`src/rtl/mmd_pkg.sv`:
```
package mmd_pkg;
    typedef enum logic [2:0] {
        ST_IDLE,
        ST_BASE,
        ST_ISSUE,
        ST_DRAIN,
        ST_WRITE,
        ST_DONE
    } mmd_state_e;
endpackage

```
`src/rtl/mmd_addr_gen.sv`:
```
module mmd_addr_gen #(
    parameter int NDIM_W = 4,
    parameter int ADDR_W = 2 * NDIM_W
) (
    input  logic              clk,
    input  logic              rst_n,
    input  logic              base_clr,
    input  logic              base_add,
    input  logic              base_last,
    input  logic              step,
    input  logic [NDIM_W-1:0] row,
    input  logic [NDIM_W-1:0] col,
    input  logic [NDIM_W-1:0] dim,
    output logic [ADDR_W-1:0] a_addr,
    output logic [ADDR_W-1:0] b_addr,
    output logic [ADDR_W-1:0] c_addr
);
    typedef struct packed {
        logic [ADDR_W-1:0] a;
        logic [ADDR_W-1:0] b;
        logic [ADDR_W-1:0] c;
    } ag_regs_t;

    ag_regs_t r_d, r_q;
    logic [ADDR_W-1:0] a_next;

    always_comb begin
        r_d    = r_q;
        a_next = r_q.a + ADDR_W'(row);
        if (base_clr) begin
            r_d.a = '0;
        end else if (base_add) begin
            // row base built as N repeated additions of I
            r_d.a = a_next;
            if (base_last) begin
                r_d.b = ADDR_W'(col);
                r_d.c = a_next + ADDR_W'(col);
            end
        end else if (step) begin
            r_d.a = r_q.a + ADDR_W'(1);
            r_d.b = r_q.b + ADDR_W'(dim);
        end
    end

    always_ff @(posedge clk) begin
        if (!rst_n) r_q <= '0;
        else        r_q <= r_d;
    end

    assign a_addr = r_q.a;
    assign b_addr = r_q.b;
    assign c_addr = r_q.c;


    a_step_chk: assert property (@(posedge clk) disable iff (!rst_n)
        step |=> (r_q.a == ADDR_W'($past(r_q.a) + ADDR_W'(1))));

    b_step_chk: assert property (@(posedge clk) disable iff (!rst_n)
        step |=> (r_q.b == ADDR_W'($past(r_q.b) + ADDR_W'($past(dim)))));
endmodule

```
`src/rtl/mmd_mac.sv`:
```
module mmd_mac #(
    parameter int DATA_W = 8,
    parameter int ACC_W  = 20
) (
    input  logic              clk,
    input  logic              rst_n,
    input  logic              clr,
    input  logic              issue,
    input  logic [DATA_W-1:0] a_in,
    input  logic [DATA_W-1:0] b_in,
    output logic [ACC_W-1:0]  acc
);
    typedef struct packed {
        logic             vld;
        logic [ACC_W-1:0] sum;
    } mac_regs_t;

    mac_regs_t r_d, r_q;
    logic [ACC_W-1:0] prod;

    always_comb begin
        prod    = ACC_W'(a_in) * ACC_W'(b_in);
        r_d     = r_q;
        r_d.vld = issue;
        if (clr)          r_d.sum = '0;
        else if (r_q.vld) r_d.sum = r_q.sum + prod;
    end

    always_ff @(posedge clk) begin
        if (!rst_n) r_q <= '0;
        else        r_q <= r_d;
    end

    assign acc = r_q.sum;


    no_overflow_chk: assert property (@(posedge clk) disable iff (!rst_n)
        (r_q.vld && !clr) |=> (r_q.sum >= $past(r_q.sum)));
endmodule

```
`src/rtl/matmul_dot_elem.sv`:
```
module matmul_dot_elem
    import mmd_pkg::*;
#(
    parameter int DATA_W = 8,
    parameter int NDIM_W = 4,
    parameter int ADDR_W = 2 * NDIM_W,
    parameter int ACC_W  = 2 * DATA_W + NDIM_W
) (
    input  logic              clk,
    input  logic              rst_n,
    input  logic              start,
    input  logic [NDIM_W-1:0] row_i,
    input  logic [NDIM_W-1:0] col_j,
    input  logic [NDIM_W-1:0] dim_n,
    output logic              busy,
    output logic              done,
    output logic [ADDR_W-1:0] a_addr,
    input  logic [DATA_W-1:0] a_rdata,
    output logic [ADDR_W-1:0] b_addr,
    input  logic [DATA_W-1:0] b_rdata,
    output logic              c_we,
    output logic [ADDR_W-1:0] c_addr,
    output logic [ACC_W-1:0]  c_wdata
);
    typedef struct packed {
        mmd_state_e        st;
        logic [NDIM_W-1:0] cnt;
        logic [NDIM_W-1:0] row;
        logic [NDIM_W-1:0] col;
        logic [NDIM_W-1:0] dim;
    } top_regs_t;

    top_regs_t r_d, r_q;
    logic base_clr, base_add, base_last, step, acc_clr;
    logic last_cnt;

    always_comb begin
        r_d       = r_q;
        base_clr  = 1'b0;
        base_add  = 1'b0;
        base_last = 1'b0;
        step      = 1'b0;
        acc_clr   = 1'b0;
        last_cnt  = (r_q.cnt == r_q.dim - NDIM_W'(1));
        unique case (r_q.st)
            ST_IDLE: if (start) begin
                r_d.row  = row_i;
                r_d.col  = col_j;
                r_d.dim  = dim_n;
                r_d.cnt  = '0;
                r_d.st   = ST_BASE;
                base_clr = 1'b1;
                acc_clr  = 1'b1;
            end
            ST_BASE: begin
                base_add = 1'b1;
                if (last_cnt) begin
                    base_last = 1'b1;
                    r_d.cnt   = '0;
                    r_d.st    = ST_ISSUE;
                end else begin
                    r_d.cnt = r_q.cnt + NDIM_W'(1);
                end
            end
            ST_ISSUE: begin
                step = 1'b1;
                if (last_cnt) r_d.st  = ST_DRAIN;
                else          r_d.cnt = r_q.cnt + NDIM_W'(1);
            end
            ST_DRAIN: r_d.st = ST_WRITE;
            ST_WRITE: r_d.st = ST_DONE;
            ST_DONE:  r_d.st = ST_IDLE;
            default:  r_d.st = ST_IDLE;
        endcase
    end

    always_ff @(posedge clk) begin
        if (!rst_n) r_q <= '{st: ST_IDLE, default: '0};
        else        r_q <= r_d;
    end

    mmd_addr_gen #(.NDIM_W(NDIM_W), .ADDR_W(ADDR_W)) u_addr (
        .clk(clk), .rst_n(rst_n), .base_clr(base_clr), .base_add(base_add),
        .base_last(base_last), .step(step), .row(r_q.row), .col(r_q.col),
        .dim(r_q.dim), .a_addr(a_addr), .b_addr(b_addr), .c_addr(c_addr)
    );

    mmd_mac #(.DATA_W(DATA_W), .ACC_W(ACC_W)) u_mac (
        .clk(clk), .rst_n(rst_n), .clr(acc_clr), .issue(step),
        .a_in(a_rdata), .b_in(b_rdata), .acc(c_wdata)
    );

    assign busy = (r_q.st != ST_IDLE);
    assign c_we = (r_q.st == ST_WRITE);
    assign done = (r_q.st == ST_DONE);


    single_write_chk: assert property (@(posedge clk) disable iff (!rst_n)
        c_we |=> !c_we);

    done_after_write_chk: assert property (@(posedge clk) disable iff (!rst_n)
        c_we |=> done);

    busy_end_chk: assert property (@(posedge clk) disable iff (!rst_n)
        done |=> !busy);

    start_ignored_chk: assert property (@(posedge clk) disable iff (!rst_n)
        (busy && start) |=> ($stable(r_q.row) && $stable(r_q.col) && $stable(r_q.dim)));

    pulse_excl_chk: assert property (@(posedge clk) disable iff (!rst_n)
        $onehot0({c_we, done}));
endmodule

```
`config.mk`:
```
export PLATFORM = sky130hd
export DESIGN_NAME = matmul_dot_elem
export DESIGN_NICKNAME = d
export VERILOG_FILES = /design/src/rtl/mmd_pkg.sv /design/src/rtl/mmd_addr_gen.sv /design/src/rtl/mmd_mac.sv /design/src/rtl/matmul_dot_elem.sv
export SDC_FILE = /design/constraint.sdc
export NUM_CORES = 1
export LEC_CHECK = 0
export ABC_CLOCK_PERIOD_IN_PS = 5250
export BUFFER_PORTS_ARGS = -buffer_cell sky130_fd_sc_hd__buf_2
export CORE_MARGIN = 1
export CORE_UTILIZATION = 25
export CTS_BUF_LIST = sky130_fd_sc_hd__clkbuf_4 sky130_fd_sc_hd__clkbuf_8
export DETAILED_ROUTE_END_ITERATION = 8
export GPL_TIMING_DRIVEN = 0
export PLACE_DENSITY = 0.41
export REMOVE_ABC_BUFFERS = 1
export SYNTH_ARGS = -nofsm -noshare
export SYNTH_HDL_FRONTEND = slang
export SYNTH_HIERARCHICAL = 1
export SYNTH_SLANG_ARGS = --single-unit
export TNS_END_PERCENT = 10
```
`constraint.sdc`:
```
create_clock -name clk -period 5.25 [get_ports clk]
set_input_delay 0.2625 -clock clk [delete_from_list [all_inputs] [get_ports clk]]
set_output_delay 0.2625 -clock clk [all_outputs]
set_load 0.01 [all_outputs]
```
==> results.yml, run 1 <==
outcome:
  status: "finished clean"
power_and_ir_drop:
  power.density_nw_per_um2: 246.0
  ir_drop_uv: 136.9
  p_leak_nw: 3.329
sta:
  tns_ns: 0
  grt_setup_unrepaired: "false"
  hold_ws_ns: 0.1496
  fmax_mhz: 229.0
  fin_skew_ns: 0.006043
  finalHoldViolCount: 0
  finalMaxSlewViolations: 0
  fin_crit_sh_pct: 83.17
  setup_viol: 0
  tightestPinTransition_ns: 1.013
  max_slew_margin_pct: 32.35
  period_needed_ns: 4.367
min_path:
  holdPathEnd: "r_q[3]"
  worstHoldStart: "dim_n[3]"
  hold_class: "input port to flop"
  min_path_cells: 3
layout:
  area_growth_pct: 11.29
  num_antenna_cells: 0
  final_cell_mix: "inv_1 (112), nand2_1 (89), buf_2 (77)"
  final_cells: 1118
  finish.utilization_pct: 28.56
  final_common_cell: "inv_1"
  drive_gt1_share_pct: 12.97
  nNetsFinal: 929
  nFillCells: 2715
floorplan:
  die_w_um: 160.7
  die_area_um2: 25830
  num_rows: 57
  initial_utilization_pct: 25.67
  fp.coreArea_um2: 24530
  die_h_um: 160.7
  io_pins: 78
critical_path:
  r2r_end: "u_mac/acc[13]"
  startpoint_type: "flop"
  arrival_ns: 4.61
  path_class: "flop to flop"
  worstPathMaxFanout: 7
  slowest_delay_ns: 0.56
  r2r_start: "u_mac/acc[7]"
  worst-r2r-setup-slack_ns: 0.88
  end_kind: "flop"
  path_cells: "inv_1 -> fa_1 -> inv_1 -> fa_1 -> fa_1 -> inv_1 -> fa_1 -> inv_1 -> ha_1 -> a211o_1 -> a311o_2 -> a41oi_2 -> xor2_1 -> o21ai_1"
  crit_slowest_cell: "fa_1"
  reg2reg_depth: 14
  critPathRequiredTime_ns: 5.49
clocking:
  cts.sinks: 64
  cts-resized-gates: 0
  cts_setup_buffers: 0
  cts_root_buf: "clkbuf_8"
  insertion_delay_ns: 0.36
  cts_tree: "yes"
  clk_pin_slew_ns: 0.07
  cts_max_level: 3
  ctsHoldBuffers: 0
  cts_max_path_buffers: 2
  numCtsBuffers: 9
synthesis:
  yosysSeqAreaShare_pct: 20.35
  ys.warnings.count: 6
  synthCells: 743
  netlist.area_leader.share_pct: 20.35
  synth_area_leaders: "dfxtp_1 (20%), fa_1 (17%), ha_1 (11%), inv_1 (6.7%), nand2_1 (5.3%)"
  synth-seq-cells: 64
  synth-edff-count: 0
  netlist_area_um2: 6297
  ys_types: 66
  avgSynthCellArea_um2: 8.475
  async_flop_share_pct: 0
  synth-main-ff-cell: "dfxtp_1"
  yosysTopAreaCell: "dfxtp_1"
place:
  hpwl_um: 12400
  portBuffers: 77
  dp_cells: 1102
  place_congestion: 0.7389
global_route:
  grt_first_pass_wirelength_um: 26500
  grt_max_degree: 28
  grt_pass1_vias: 4988
  grt_usage_pct: 12.79
  antenna_found_initial: 0
  overflow: 0
detailed_routing:
  drt_iter0_drc: 206
  vias: 4971
  detail_route.wl_per_cell_um: 13.92
  routed_wl_um: 15560
  first_pass_iters: 4
  drcViolationCount: 0
  antenna_left: 0
  viasPerCell: 4.446
flow_run:
  max_cap_violations: 0
## per-stage QoR
| step | area, um2 | worst slack, ns | power [mW] |
|---|---|---|---|
| after CTS | 7005 | 0.8393 | 1.764 |
| after detailed placement | 6818 | 0.6242 | 1.326 |
| after floorplan | 6027 | 1.097 | 1.121 |
| after global placement | 6818 | 0.6064 | 1.338 |
| final | 7008 | 0.8834 | 1.724 |
| after global routing | 7008 | 0.6536 | 1.901 |
## metal layers
metal	GRT usage, %	vias up	part of all wire (%)
met3	1.911	14	3.1
met2	20.70	77	45
li1	-	2547	-
met4	4.245	0	1.4
met1	17.37	2333	50
met5	0	-	0
## cell type report
cell class | instances | area, um2 | share of cell area [%]
Multi-Input combinational cell | 525 | 4328 | 61.76
Clock buffer | 13 | 172.7 | 2.464
Tap cell | 324 | 405.4 | 5.785
Clock inverter | 3 | 15.01 | 0.2142
Timing Repair Buffer | 77 | 385.4 | 5.499
Inverter | 112 | 420.4 | 5.999
Sequential cell | 64 | 1281 | 18.28
## worst max-delay path: cells and delay by family, from the launching register on
kind / cells / cell delay (ns)
buffers and inverters: 4 / 0.25
adder cells (fa/ha/maj): 5 / 2.42
AO/OA/AOI/OAI: 4 / 1.04
flip-flops: 1 / 0.36
XOR/XNOR: 1 / 0.18
## cell usage after synthesis (all sizes together) (5+ instances only)
cell,count
xor2,9
and2,34
a211oi,8
nor3b,5
nand2b,11
and3,5
o21ai,29
nor3,9
o21a,10
nor2,28
or3,8
dfxtp,64
inv,112
mux2i,12
clkbuf,12
buf,30
a21o,13
nand3,13
xnor2,15
nor2b,6
nand2,90
o211a,5
ha,56
a21oi,38
o311ai,5
a31oi,5
a21boi,13
fa,53
## registers in the layout, indices dropped and copies added (netlist names)
register and flops:
r_q 19, u_addr/a_addr 8, u_addr/b_addr 8, u_addr/c_addr 8, u_mac/acc 20, u_mac/r_q 1
## how the worst max path moves through the flow
| stage | from | endpoint | depth (start not counted) |
|---|---|---|---|
| floorplan | u_mac/acc[7] | u_mac/acc[13] | 14 |
| global placement | a_rdata[0] | u_mac/acc[13] | 15 |
| detailed placement | a_rdata[0] | u_mac/acc[13] | 15 |
| CTS | u_mac/acc[7] | u_mac/acc[13] | 14 |
| global route | u_mac/acc[7] | u_mac/acc[13] | 14 |
| finish | u_mac/acc[7] | u_mac/acc[13] | 14 |
## power by group
| part | internal, mW | switching [mW] |
|---|---|---|
| Sequential | 0.494 | 0.0114 |
| Clock | 0.213 | 0.201 |
| Combinational | 0.325 | 0.479 |
| Total | 1.03 | 0.692 |
## kinds of logic (layout without fill, tap and decap cells)
group	after synthesis	in the layout	synth area share (%)
mux	12	12	1.907
flops	64	64	20.35
compound gates	153	153	16.63
fa+ha+maj	109	109	27.98
xor+xnor	27	27	4.431
buf+inv	154	205	10.97
simple gates	224	224	17.74
Power figures use the tool's default switching activity.
==> inputs of run 2 (changes only) <==
Settings changed: ABC_CLOCK_PERIOD_IN_PS 5250 to 3740, PLACE_DENSITY 0.41 to 0.42.
Clock period 5.25 ns to 3.74 ns, I/O delays scaled along.
==> run 2 against run 1 <==
  * The run now ends with setup timing left
  * Critical path type unchanged
  * Die area did not move
  * Setup slack got worse by 1.1 ns
  * Total power increased by 51%
  * Cell area increased by 2.6%
==> results.yml, run 2 (synthesis gave the netlist of run 1 again) <==
outcome:
  status: "finished, violations left"
  violations: "setup timing"
layout:
  nNetsFinal: 937
  regArea_um2: 1287
  final_cells: 1126
  multiInputGateArea_um2: 4431
  drive_gt1_share_pct: 17.08
  final_cell_mix: "inv_1 (107), nand2_1 (89), buf_2 (74)"
  stdcell_area_um2: 7188
  finish.utilization_pct: 29.30
  num_antenna_cells: 0
  area_growth_pct: 14.15
  nFillCells: 2704
  final_common_cell: "inv_1"
  largest_reg_flops: 20
detailed_routing:
  viasPerCell: 4.400
  drt_iter0_drc: 220
  drcViolationCount: 0
  first_pass_iters: 4
  vias: 4954
  routed_wl_um: 15540
  antenna_left: 0
  detail_route.wl_per_cell_um: 13.80
power_and_ir_drop:
  ir_drop_uv: 158.1
  p_leak_nw: 3.364
  power.density_nw_per_um2: 363.0
min_path:
  min_path_cells: 3
  hold_class: "input port to flop"
clocking:
  cts_max_level: 3
  insertion_delay_ns: 0.36
  cts_max_path_buffers: 2
  cts_root_buf: "clkbuf_8"
  cts.sinks: 64
  numCtsBuffers: 9
  clk_pin_slew_ns: 0.08
  cts_tree: "yes"
floorplan:
  io_pins: 78
  die_w_um: 160.7
  die_h_um: 160.7
  initial_utilization_pct: 25.67
  fp.coreArea_um2: 24530
  die_area_um2: 25830
  num_rows: 57
place:
  place_congestion: 0.7657
  hpwl_um: 12300
  portBuffers: 77
  dp_cells: 1102
  placed_area_um2: 6818
critical_path:
  slowest_delay_ns: 0.52
  path_class: "flop to flop"
  path_cells: "inv_2 -> fa_1 -> inv_1 -> fa_1 -> fa_1 -> inv_1 -> fa_1 -> inv_2 -> ha_4 -> a211o_1 -> a311o_2 -> a31oi_2 -> xor2_1 -> o21ai_1"
  crit_slowest_cell: "fa_1"
  end_kind: "flop"
  arrival_ns: 4.16
  worst-r2r-setup-slack_ns: -0.19
  worstPathMaxFanout: 4
  critPathMostFrequentCell: "fa_1"
  reg2reg_depth: 14
  critPathRequiredTime_ns: 3.98
  startpoint_type: "flop"
global_route:
  antenna_found_initial: 1
  grt_usage_pct: 12.75
  grt_first_pass_wirelength_um: 26410
  grt_max_degree: 28
  grt_pass1_vias: 5065
  overflow: 0
sta:
  layout_setup_ws_ns: -0.1888
  fin_skew_ns: 0.01023
  setup_viol: 9
  fmax_mhz: 254.5
  fin_crit_sh_pct: 105.0
  hold_ws_ns: 0.07501
  max_slew_margin_pct: 31.84
  grt_setup_unrepaired: "true"
  finalHoldViolCount: 0
  tightestPinTransition_ns: 1.021
  finalMaxSlewViolations: 0
  period_needed_ns: 3.929
flow_run:
  max_cap_violations: 0
run 2: changes by cell type in the layout (fill, tap and decap cells not counted), sizes merged:
cell and change:
buf +6, bufinv +1, clkbuf -1, clkinvlp +2
run 2: final timing paths:
| kind | start | end |
|---|---|---|
| max | u_mac/acc[7] | u_mac/acc[15] |
| min | row_i[1] | r_q[9] |
| max reg2reg | u_mac/acc[7] | u_mac/acc[15] |
| min reg2reg | u_addr/c_addr[2] | u_addr/c_addr[2] |
run 2: timing repair:
action / in CTS / in global routing
endpoints found under the setup margin: 13 / 11
pin swaps: 22 / 11
buffers inserted: 8 / 0
hold endpoints to repair: 0 / 0
gates resized for setup: 24 / 13
hold buffers: 0 / 0
run 2: cell type report:
type	count	area share [%]
Sequential cell	64	17.91
Tap cell	324	5.640
Timing Repair Buffer	85	6.301
Clock inverter	6	0.8355
Clock buffer	10	1.828
Multi-Input combinational cell	525	61.64
Inverter	112	5.849
run 2: power breakdown:
group / switching (mW) / total, mW / internal (mW) / leakage (nW)
clock network: 0.291 / 0.603 / 0.312 / 0.0955
logic: 0.734 / 1.30 / 0.563 / 2.75
registers: 0.0162 / 0.709 / 0.693 / 0.520
total: 1.04 / 2.61 / 1.57 / 3.36
run 2: per-stage QoR:
stage                     TNS [ns]  setup WS (ns)  power [mW]
after floorplan             -2.366        -0.4127       1.574
after global placement      -7.765        -0.8161       1.875
after global routing        -2.429        -0.3110       2.840
after detailed placement    -7.846        -0.8182       1.860
final                      -0.8999        -0.1888       2.609
after CTS                   -1.327        -0.2225       2.616
run 2: layer usage:
metal / vias up / track usage [%] / part of all wire (%)
met5: - / 0 / 0.077
li1: 2553 / - / -
met1: 2315 / 17.52 / 50
met4: 2 / 4.160 / 1.3
met3: 16 / 1.782 / 3.0
met2: 68 / 20.52 / 46
run 2: worst max-delay path, delay by kind of cell, from the launching register on:
family / cells / cell delay (ns)
DFF: 1 / 0.34
adders and majority gates: 5 / 2.18
xor gates and xnor gates: 1 / 0.20
buffers and inverters: 4 / 0.20
AOI/OAI and AO/OA: 4 / 0.90
==> inputs of run 3 (changes only) <==
Settings changed: CELL_PAD_IN_SITES_DETAIL_PLACEMENT set to 2, CELL_PAD_IN_SITES_GLOBAL_PLACEMENT set to 2, PLACE_DENSITY 0.42 to 0.62, TNS_END_PERCENT 10 to 100.
==> run 3 against run 2 <==
  * Setup slack worse by 0.017 ns
  * Register-to-register slack lost 0.02 ns
  * Critical path depth unchanged
  * First-iteration DRC count shrank 38%
  * Flip-flop and latch count stayed put
  * Via count up 5.0%
  * Worst hold slack lost 0.012 ns
  * Combinational power up 18%
  * Sequential share of layout area is 0.46 points lower
  * Clock power increased by 27%
  * Global-route usage increased by 2.1 points
  * Total power increased by 15%
  * The flow still finishes with violations (setup timing)
==> results.yml, run 3 (synthesis gave the netlist of run 1 again) <==
detailed_routing:
  drt_iter0_drc: 137
  vias: 5200
  drcViolationCount: 0
  antenna_left: 0
  routed_wl_um: 18000
  first_pass_iters: 4
  detail_route.wl_per_cell_um: 15.90
  viasPerCell: 4.594
layout:
  nFillCells: 2865
  final_cells: 1132
  largest_reg_flops: 20
  final_cell_mix: "inv_1 (105), nand2_1 (89), buf_2 (72)"
  area_growth_pct: 17.17
  final_common_cell: "inv_1"
  drive_gt1_share_pct: 19.21
  nNetsFinal: 942
clocking:
  clk_pin_slew_ns: 0.09
  cts_root_buf: "clkbuf_8"
  cts_max_level: 3
  cts_tree: "yes"
  insertion_delay_ns: 0.37
  ctsHoldBuffers: 0
  numCtsBuffers: 9
  cts_max_path_buffers: 2
  cts.sinks: 64
place:
  portBuffers: 77
  hpwl_um: 14160
  dp_cells: 1102
  place_congestion: 0.7542
global_route:
  overflow: 0
  grt_max_degree: 28
  grt_pass1_vias: 5695
  antenna_found_initial: 1
  grt_usage_pct: 14.87
  grt_first_pass_wirelength_um: 30250
power_and_ir_drop:
  p_switching_mw: 1.186
  power.internal_mw: 1.825
  power.density_nw_per_um2: 408.1
  clkPwrFrac_pct: 25.3
  p_leak_nw: 3.418
  seqPwrFrac_pct: 23.6
  swShare_pct: 39.39
  ir_drop_uv: 161.9
  p_comb_share_pct: 51.1
sta:
  fin_skew_ns: 0.01147
  fin_crit_sh_pct: 105.5
  layout_setup_ws_ns: -0.2059
  setup_viol: 11
  finalMaxSlewViolations: 0
  period_needed_ns: 3.946
  tightestPinTransition_ns: 1.023
  grt_setup_unrepaired: "true"
  tns_ns: -1.332
  finalHoldViolCount: 0
  max_slew_margin_pct: 31.73
  fmax_mhz: 253.4
critical_path:
  reg2reg_depth: 14
  startpoint_type: "flop"
  arrival_ns: 4.20
  r2r_end: "u_mac/acc[15]"
  worstPathMaxFanout: 4
  r2r_start: "u_mac/acc[7]"
  worst-r2r-setup-slack_ns: -0.21
  path_class: "flop to flop"
  critPathRequiredTime_ns: 4.00
  end_kind: "flop"
  cp-startpoint: "u_mac/acc[7]"
  worstSetupEndpoint: "u_mac/acc[15]"
floorplan:
  num_rows: 57
  die_w_um: 160.7
  io_pins: 78
  die_h_um: 160.7
  die_area_um2: 25830
  fp.coreArea_um2: 24530
  initial_utilization_pct: 25.67
outcome:
  status: "finished, violations left"
  violations: "setup timing"
flow_run:
  max_cap_violations: 0
min_path:
  hold_class: "input port to flop"
[run 3: final cells by class]
cell class                      instances  area [um2]  share of cell area (%)
Timing Repair Buffer                   90       511.7                   6.936
Multi-Input combinational cell        525        4507                   61.08
Antenna cell                            1       2.502                 0.03392
Clock inverter                          7       120.1                   1.628
Inverter                              112       420.4                   5.698
Clock buffer                            9       123.9                   1.679
Sequential cell                        64        1287                   17.45
Tap cell                              324       405.4                   5.494
[run 3: power by group through the flow]
| stage | Combinational, mW | Clock, mW | Sequential (mW) |
|---|---|---|---|
| after global placement | 1.16 | 0 | 0.726 |
| after CTS | 1.43 | 0.795 | 0.710 |
| after floorplan | 0.853 | 0 | 0.721 |
| after global routing | 1.72 | 0.816 | 0.712 |
| after detailed placement | 1.18 | 0 | 0.726 |
| final | 1.54 | 0.763 | 0.710 |
[run 3: worst min-delay path by stage]
stage                             to             start  cells after the start
floorplan                    r_q[18]             rst_n                      1
global placement    u_addr/c_addr[7]  u_addr/c_addr[7]                      2
detailed placement            r_q[5]          col_j[1]                      3
CTS                           r_q[3]          dim_n[3]                      3
global route                  r_q[3]          dim_n[3]                      3
finish                       r_q[11]          row_i[3]                      3
[run 3: per-stage QoR]
stage | cell area, um2 | hold WS (ns) | setup slack (ns) | power (mW) | util, %
after global routing | 7376 | 0.06910 | -0.3489 | 3.252 | 30.06
final | 7378 | 0.06300 | -0.2059 | 3.011 | 30.07
after global placement | 6818 | 0.4317 | -0.8347 | 1.888 | 27.79
after CTS | 7268 | 0.04209 | -0.2552 | 2.935 | 29.63
after detailed placement | 6818 | 0.4491 | -0.8401 | 1.902 | 27.79
after floorplan | 6027 | 0.3045 | -0.4127 | 1.574 | -
[run 3: per-layer routing]
layer,vias up,share of wire [%],track usage [%]
met5,-,0,0
met4,0,1.4,4.803
met3,16,2.2,1.911
met2,57,48,25.19
met1,2562,49,19.52
li1,2565,-,-
[run 3: repair_timing]
action	in CTS	in global routing
pin swaps	22	7
resized for setup	36	23
setup endpoints to repair	13	12
buffers inserted	11	2
[run 3: critical path, stage by stage (launching register included)]
cell and delay [ns]:
dfxtp_2 0.34, inv_2 0.04, fa_1 0.47, inv_1 0.05
fa_1 0.47, fa_1 0.51, inv_1 0.05, fa_1 0.52
inv_2 0.05, ha_4 0.22, a211o_1 0.27, a311o_2 0.37
a31oi_2 0.22, xor2_1 0.19, o21ai_1 0.07
